### config.mk
export PLATFORM = sky130hd
export DESIGN_NAME = wdog_key_top
export DESIGN_NICKNAME = d
export VERILOG_FILES = /design/src/rtl/wdog_key_pkg.sv /design/src/rtl/wdog_key_regs.sv /design/src/rtl/wdog_key_fsm.sv /design/src/rtl/wdog_key_cnt.sv /design/src/rtl/wdog_key_top.sv
export SDC_FILE = /design/constraint.sdc
export NUM_CORES = 1
export LEC_CHECK = 0
export CAP_MARGIN = 20
export CORE_ASPECT_RATIO = 2
export CORE_UTILIZATION = 63
export DETAILED_ROUTE_END_ITERATION = 10
export DONT_BUFFER_PORTS = 1
export HOLD_SLACK_MARGIN = 0.12
export PLACE_DENSITY = 0.78
export SETUP_SLACK_MARGIN = 0.2
export SYNTH_ARGS = -nofsm -noshare
export SYNTH_HDL_FRONTEND = slang
export SYNTH_SLANG_ARGS = --single-unit
### constraint.sdc
create_clock -name clk -period 2.5 [get_ports clk]
set_clock_uncertainty 0.2 [all_clocks]
set_input_delay 0.25 -clock clk [delete_from_list [all_inputs] [get_ports clk]]
set_output_delay 0.25 -clock clk [all_outputs]
set_load 0.03 [all_outputs]
### src/rtl/wdog_key_pkg.sv
package wdog_key_pkg;
    typedef enum logic {
        KEY_IDLE  = 1'b0,
        KEY_ARMED = 1'b1
    } key_state_e;
endpackage

### src/rtl/wdog_key_regs.sv
module wdog_key_regs #(
    parameter int DATA_W    = 8,
    parameter int ADDR_W    = 2,
    parameter int CNT_W     = 16,
    parameter int ADDR_CTRL = 0,
    parameter int ADDR_RLD  = 2
) (
    input  logic              clk,
    input  logic              rst_n,
    input  logic              wr_en,
    input  logic [ADDR_W-1:0] wr_addr,
    input  logic [DATA_W-1:0] wr_data,
    output logic              dis_o,
    output logic [CNT_W-1:0]  reload_o
);
    localparam int NBYTES = CNT_W / DATA_W;

    typedef struct packed {
        logic             dis;
        logic [CNT_W-1:0] reload;
    } regs_t;

    regs_t regs_d, regs_q;

    always_comb begin
        regs_d = regs_q;
        if (wr_en && wr_addr == ADDR_W'(ADDR_CTRL)) begin
            regs_d.dis = wr_data[0];
        end
        for (int b = 0; b < NBYTES; b++) begin
            if (wr_en && wr_addr == ADDR_W'(ADDR_RLD + b)) begin
                regs_d.reload[b*DATA_W +: DATA_W] = wr_data;
            end
        end
    end

    always_ff @(posedge clk) begin
        if (!rst_n) begin
            regs_q.dis    <= 1'b1;
            regs_q.reload <= '0;
        end else begin
            regs_q <= regs_d;
        end
    end

    assign dis_o    = regs_q.dis;
    assign reload_o = regs_q.reload;

    AST_DIS_ONLY_BY_WRITE: assert property (@(posedge clk) disable iff (!rst_n)
        !(wr_en && wr_addr == ADDR_W'(ADDR_CTRL)) |=> $stable(dis_o));
endmodule

### src/rtl/wdog_key_fsm.sv
module wdog_key_fsm
    import wdog_key_pkg::*;
#(
    parameter int          DATA_W     = 8,
    parameter int          ADDR_W     = 2,
    parameter int          ADDR_KEY   = 1,
    parameter logic [7:0]  KEY_FIRST  = 8'hAA,
    parameter logic [7:0]  KEY_SECOND = 8'h55
) (
    input  logic              clk,
    input  logic              rst_n,
    input  logic              wr_en,
    input  logic [ADDR_W-1:0] wr_addr,
    input  logic [DATA_W-1:0] wr_data,
    output logic              refresh_o
);
    typedef struct packed {
        key_state_e st;
    } fsm_t;

    fsm_t fsm_d, fsm_q;
    logic key_wr;

    assign key_wr = wr_en && (wr_addr == ADDR_W'(ADDR_KEY));

    always_comb begin
        fsm_d     = fsm_q;
        refresh_o = 1'b0;
        if (key_wr) begin
            if (fsm_q.st == KEY_ARMED) begin
                fsm_d.st  = KEY_IDLE;
                refresh_o = (wr_data == DATA_W'(KEY_SECOND));
            end else if (wr_data == DATA_W'(KEY_FIRST)) begin
                fsm_d.st = KEY_ARMED;
            end
        end
    end

    always_ff @(posedge clk) begin
        if (!rst_n) begin
            fsm_q.st <= KEY_IDLE;
        end else begin
            fsm_q <= fsm_d;
        end
    end

    AST_KEY_DROPS_AFTER_ARMED: assert property (@(posedge clk) disable iff (!rst_n)
        (key_wr && fsm_q.st == KEY_ARMED) |=> (fsm_q.st == KEY_IDLE));
    AST_REFRESH_NEEDS_ARMED: assert property (@(posedge clk) disable iff (!rst_n)
        refresh_o |-> (fsm_q.st == KEY_ARMED && key_wr));
endmodule

### src/rtl/wdog_key_cnt.sv
module wdog_key_cnt #(
    parameter int CNT_W = 16
) (
    input  logic             clk,
    input  logic             rst_n,
    input  logic             tick,
    input  logic             dis,
    input  logic [CNT_W-1:0] reload,
    input  logic             refresh,
    output logic [CNT_W-1:0] count_o,
    output logic             rst_req_o
);
    localparam logic [CNT_W-1:0] ONE = CNT_W'(1);

    typedef struct packed {
        logic [CNT_W-1:0] cnt;
        logic             pend;
        logic             req;
    } cnt_t;

    cnt_t cnt_d, cnt_q;
    logic [CNT_W-1:0] load_val;

    assign load_val = (reload == '0) ? '1 : reload;

    always_comb begin
        cnt_d     = cnt_q;
        cnt_d.req = 1'b0;
        if (tick) begin
            cnt_d.pend = 1'b0;
            if (cnt_q.pend) begin
                cnt_d.cnt = load_val;
            end else if (cnt_q.cnt == ONE) begin
                cnt_d.cnt = load_val;
                cnt_d.req = !dis;
            end else begin
                cnt_d.cnt = cnt_q.cnt - ONE;
            end
        end
        if (refresh) begin
            cnt_d.pend = 1'b1;
        end
    end

    always_ff @(posedge clk) begin
        if (!rst_n) begin
            cnt_q.cnt  <= '1;
            cnt_q.pend <= 1'b0;
            cnt_q.req  <= 1'b0;
        end else begin
            cnt_q <= cnt_d;
        end
    end

    assign count_o   = cnt_q.cnt;
    assign rst_req_o = cnt_q.req;

    AST_HOLD_WITHOUT_TICK: assert property (@(posedge clk) disable iff (!rst_n)
        !tick |=> $stable(count_o));
    AST_REQ_NEEDS_TICK: assert property (@(posedge clk) disable iff (!rst_n)
        !tick |=> !rst_req_o);
    AST_NO_REQ_DISABLED: assert property (@(posedge clk) disable iff (!rst_n)
        dis |=> !rst_req_o);
    AST_PEND_RELOADS: assert property (@(posedge clk) disable iff (!rst_n)
        (tick && cnt_q.pend) |=> (count_o == $past(load_val) && !rst_req_o));
    AST_COUNT_NONZERO: assert property (@(posedge clk) disable iff (!rst_n)
        count_o != '0);
endmodule

### src/rtl/wdog_key_top.sv
module wdog_key_top #(
    parameter int         DATA_W     = 8,
    parameter int         ADDR_W     = 2,
    parameter int         CNT_W      = 16,
    parameter int         ADDR_CTRL  = 0,
    parameter int         ADDR_KEY   = 1,
    parameter int         ADDR_RLD   = 2,
    parameter logic [7:0] KEY_FIRST  = 8'hAA,
    parameter logic [7:0] KEY_SECOND = 8'h55
) (
    input  logic              clk,
    input  logic              rst_n,
    input  logic              wr_en,
    input  logic [ADDR_W-1:0] wr_addr,
    input  logic [DATA_W-1:0] wr_data,
    input  logic              tick,
    output logic [CNT_W-1:0]  count_o,
    output logic              rst_req_o
);
    logic             dis;
    logic [CNT_W-1:0] reload;
    logic             refresh;

    wdog_key_regs #(
        .DATA_W(DATA_W), .ADDR_W(ADDR_W), .CNT_W(CNT_W),
        .ADDR_CTRL(ADDR_CTRL), .ADDR_RLD(ADDR_RLD)
    ) regs_i (
        .clk(clk), .rst_n(rst_n), .wr_en(wr_en), .wr_addr(wr_addr),
        .wr_data(wr_data), .dis_o(dis), .reload_o(reload)
    );

    wdog_key_fsm #(
        .DATA_W(DATA_W), .ADDR_W(ADDR_W), .ADDR_KEY(ADDR_KEY),
        .KEY_FIRST(KEY_FIRST), .KEY_SECOND(KEY_SECOND)
    ) fsm_i (
        .clk(clk), .rst_n(rst_n), .wr_en(wr_en), .wr_addr(wr_addr),
        .wr_data(wr_data), .refresh_o(refresh)
    );

    wdog_key_cnt #(
        .CNT_W(CNT_W)
    ) cnt_i (
        .clk(clk), .rst_n(rst_n), .tick(tick), .dis(dis), .reload(reload),
        .refresh(refresh), .count_o(count_o), .rst_req_o(rst_req_o)
    );

    AST_REQ_ONLY_ARMED: assert property (@(posedge clk) disable iff (!rst_n)
        rst_req_o |-> !$past(dis));
endmodule

==> metrics.yaml <==
run_status:
  status: "finished, final reports clean"
cells_and_area:
  antenna_cells_inserted: 0
  fin_cells: 290
  num-nets-final: 274
  post_route_cells_drive_above_1_share_pct: 20.5
  area.growth.synth_to_final_pct: 15.6
  utilization_pct: 75.8
global_route:
  antenna_violations_before_repair: 0
  first_global_vias: 2136
  grtUsageTotal_pct: 38.0
  first_pass_grt_wire_length_um: 10200
  grt.overflow.total: 0
  maximum_number_of_pins_on_one_net_before_global_route_repair: 26
synthesis:
  avgSynthCellArea_um2: 8.66
  synth.yosys.warnings: 0
  synth.distinct_cells: 59
  synth-edff-count: 0
  synth-seq-cells: 36
  ys_flop_type: "sky130_fd_sc_hd__dfxtp_1"
  synth_seq_area_share_pct: 34.8
  syn_inst: 239
  synth-async-reset-ratio_pct: 0
  synth_area_um2: 2070
  postSynthNetCount: 255
worst_setup_path:
  worst-path-max-fanout: 14
  crit-reg2reg-capture: "cnt_i.count_o[14]"
  worst_setup_path_start_kind: "flip-flop"
  crit_required_ns: 2.45
  data_arrival_time_of_the_critical_path_ns: 2.17
  number_of_cells_traversed_by_the_worst_register_to_register_path: 8
  rrSetupSlack_ns: 0.28
  setup.worst_path.start: "cnt_i.count_o[0]"
  critPathKind: "reg -> reg"
  setup.worst_path.end_class: "flip-flop"
  rr_startpoint: "cnt_i.count_o[0]"
sta:
  relSlewSlack_pct: 57.4
  worst_pin_slew_ns: 0.636
  final_period_minus_worst_setup_slack_ns: 2.22
  grt_setup_unrepaired: "true"
  fmax_mhz: 451
  totalNegativeSetupSlack_ns: 0
  timing_hold_violations_final: 0
  finalHoldWorstSlack_ns: 0.119
  period_share_pct: 88.7
  setup-violations-final: 0
  report.final.slew_viol_count: 0
clock_network:
  clock_sinks: 36
  clock_latency_reported_for_the_late_side_of_the_worst_skew_pair_ns: 0.29
  cts_buffer_depth: 2
  htree_levels: 2
  cts-root-buf: "sky130_fd_sc_hd__clkbuf_8"
  clk_transition_reported_paths_ns: 0.08
  cts_tree: "yes"
  number_of_clock_buffers_inserted_by_tritoncts: 5
routing:
  dr.first_iter.drc_count: 110
  drt.antenna.violating_nets: 0
  vias: 2023
  vias_per_cell: 6.98
  drt_wl_total_um: 6280
  firstDrtPassIters: 5
  remaining_drc_errors: 0
  routed_wire_length_per_instance_um: 21.7
placement:
  place_congestion: 0.884
  placed_cells_incl_taps: 266
  hpwl_um: 4250
  portbufs: 0
floorplan:
  horizontal_die_dimension_um: 42.5
  fp.dieArea_um2: 3530
  std_cell_rows: 29
  ioPinCount: 31
  y_dimension_of_the_die_um: 83.1
  coreArea_um2: 3160
  floorplan.initialDensity_pct: 65.6
hold_path:
  timing.hold.worst.class: "in -> reg"
  holdCritStartpoint: "tick"
  min_delay_path_depth: 3
  hold_path_end: "cnt_i.count_o[5]"
power:
  design_power_total_uw: 1180
  power.leakage_uw: 0.00102
  cellPowerDensity_nw_per_um2: 493
  ir_worst_vdd_v: 0.000694
flow_run:
  drv.max_cap_violation_count: 0
## power by group
part           switching, µW  internal [µW]
registers               10.4            586
clock network            214            220
logic                   87.1           63.4
## what timing repair did
action                                  CTS  global route
hold buffers                             14             0
endpoints found under the setup margin    6            11
resized for setup                         3             8
pin swaps                                 1             0
cloned                                    0             0
hold endpoints to repair                 33             0
setup buffers                             2             0
## cell usage after synthesis, types with 2 or more instances
library cell / number / share of area (%)
sky130_fd_sc_hd__nand3_1: 6 / 1.5
sky130_fd_sc_hd__dfxtp_1: 36 / 35
sky130_fd_sc_hd__a21oi_1: 7 / 1.7
sky130_fd_sc_hd__nand2_1: 8 / 1.5
sky130_fd_sc_hd__mux2i_1: 19 / 9.2
sky130_fd_sc_hd__nand4_1: 4 / 1.2
sky130_fd_sc_hd__o31ai_1: 4 / 1.5
sky130_fd_sc_hd__nor4_1: 6 / 1.8
sky130_fd_sc_hd__or2_2: 2 / 0.60
sky130_fd_sc_hd__nor2_1: 36 / 6.5
sky130_fd_sc_hd__nor3_1: 7 / 1.7
sky130_fd_sc_hd__a22oi_1: 2 / 0.72
sky130_fd_sc_hd__a31o_2: 2 / 0.85
sky130_fd_sc_hd__o21ai_0: 11 / 2.7
sky130_fd_sc_hd__inv_1: 6 / 1.1
sky130_fd_sc_hd__or4_4: 2 / 1.1
sky130_fd_sc_hd__and2_1: 2 / 0.60
sky130_fd_sc_hd__ha_1: 2 / 1.2
sky130_fd_sc_hd__buf_4: 17 / 6.2
sky130_fd_sc_hd__a2bb2oi_1: 3 / 1.3
sky130_fd_sc_hd__nor4b_1: 3 / 1.3
sky130_fd_sc_hd__nor3b_1: 2 / 0.72
sky130_fd_sc_hd__or4_1: 2 / 0.72
sky130_fd_sc_hd__a211oi_1: 2 / 0.72
sky130_fd_sc_hd__a221o_1: 2 / 0.97
sky130_fd_sc_hd__a32o_1: 2 / 0.97
sky130_fd_sc_hd__clkbuf_1: 6 / 1.1
sky130_fd_sc_hd__nand3b_1: 4 / 1.5
sky130_fd_sc_hd__nand2b_1: 3 / 0.91
sky130_fd_sc_hd__a31oi_1: 2 / 0.60
## final cells by class
| class | instances | area [µm²] |
|---|---|---|
| flip-flops and latches | 36 | 721 |
| clock buffers | 6 | 82.6 |
| multi-input cells | 170 | 1190 |
| inverters | 7 | 26.3 |
| repair buffers | 38 | 323 |
| well taps | 31 | 38.8 |
| clock inverters | 2 | 10.0 |
| fillers | 223 | 763 |
## per-stage QoR
stage | setup WS (ns) | cell area (µm²)
floorplan | 0.228 | 2070
global placement | 0.172 | 2090
detailed placement | 0.0876 | 2090
CTS | 0.204 | 2350
global route | 0.185 | 2390
finish | 0.282 | 2390
## worst max-delay path, stage by stage, from the launching register on
cell and delay (ns):
sky130_fd_sc_hd__dfxtp_1 0.31, sky130_fd_sc_hd__buf_4 0.17, sky130_fd_sc_hd__ha_1 0.20, sky130_fd_sc_hd__nand2b_1 0.13
sky130_fd_sc_hd__nor4_4 0.07, sky130_fd_sc_hd__buf_4 0.13, sky130_fd_sc_hd__a21o_4 0.27, sky130_fd_sc_hd__o311ai_0 0.47
sky130_fd_sc_hd__a2bb2oi_1 0.12
## cells by family after synthesis
kind of cell	after synthesis	share of synthesized area, %
simple gates	98	26.8
compound gates	51	17.7
flops	36	34.8
buf+inv	33	10.3
mux	19	9.18
fa+ha+maj	2	1.21
## metal layers
layer  wire [µm]  global-route usage (%)  share of wire (%)
met1        2050                    37.3                 33
met2        3410                    69.2                 54
met3         394                    7.39                6.3
met4         425                    22.4                6.8
met5           0                       0                  0
## worst max-delay path by stage
stage                        end  slack, ns  depth (start not counted)
6_report       cnt_i.count_o[14]       0.28                          8
5_1_grt        cnt_i.count_o[14]       0.18                          8
4_1_cts         cnt_i.count_o[2]       0.20                          6
3_5_place_dp   cnt_i.count_o[12]       0.09                          7
3_3_place_gp   cnt_i.count_o[12]       0.17                          7
2_1_floorplan   cnt_i.count_o[3]       0.23                          6
## sequential cells by signal (all words and copies together), names as in the netlist
register / count
cnt_i.cnt_q: 1
cnt_i.count_o: 16
regs_i.dis_o: 1
cnt_i.rst_req_o: 1
fsm_i.fsm_q: 1
regs_i.reload_o: 16
## layout by cell type, fill, tap and decap left out, types with 2 or more instances in the layout
master                           n
sky130_fd_sc_hd__a2bb2oi_1       3
sky130_fd_sc_hd__mux2i_1        19
sky130_fd_sc_hd__nand4_1         4
sky130_fd_sc_hd__a22oi_1         2
sky130_fd_sc_hd__nor4b_2         2
sky130_fd_sc_hd__a32o_1          2
sky130_fd_sc_hd__o21ai_0        11
sky130_fd_sc_hd__nand2b_1        3
sky130_fd_sc_hd__nor3b_1         2
sky130_fd_sc_hd__a31oi_1         2
sky130_fd_sc_hd__nor3_1          6
sky130_fd_sc_hd__clkinv_2        2
sky130_fd_sc_hd__nand2_1         8
sky130_fd_sc_hd__and2_1          2
sky130_fd_sc_hd__a21oi_1         7
sky130_fd_sc_hd__or4_4           3
sky130_fd_sc_hd__clkbuf_8        6
sky130_fd_sc_hd__or2_2           2
sky130_fd_sc_hd__nand3_1         6
sky130_fd_sc_hd__nor4_1          5
sky130_fd_sc_hd__inv_1           6
sky130_fd_sc_hd__dfxtp_1        36
sky130_fd_sc_hd__o31ai_1         4
sky130_fd_sc_hd__a221o_1         2
sky130_fd_sc_hd__a31o_2          2
sky130_fd_sc_hd__nand3b_1        4
sky130_fd_sc_hd__a211oi_1        2
sky130_fd_sc_hd__nor2_1         36
sky130_fd_sc_hd__buf_4          24
sky130_fd_sc_hd__dlygate4sd3_1  13
sky130_fd_sc_hd__nor4_2          2
No activity file was read; power rests on OpenSTA's default activity.
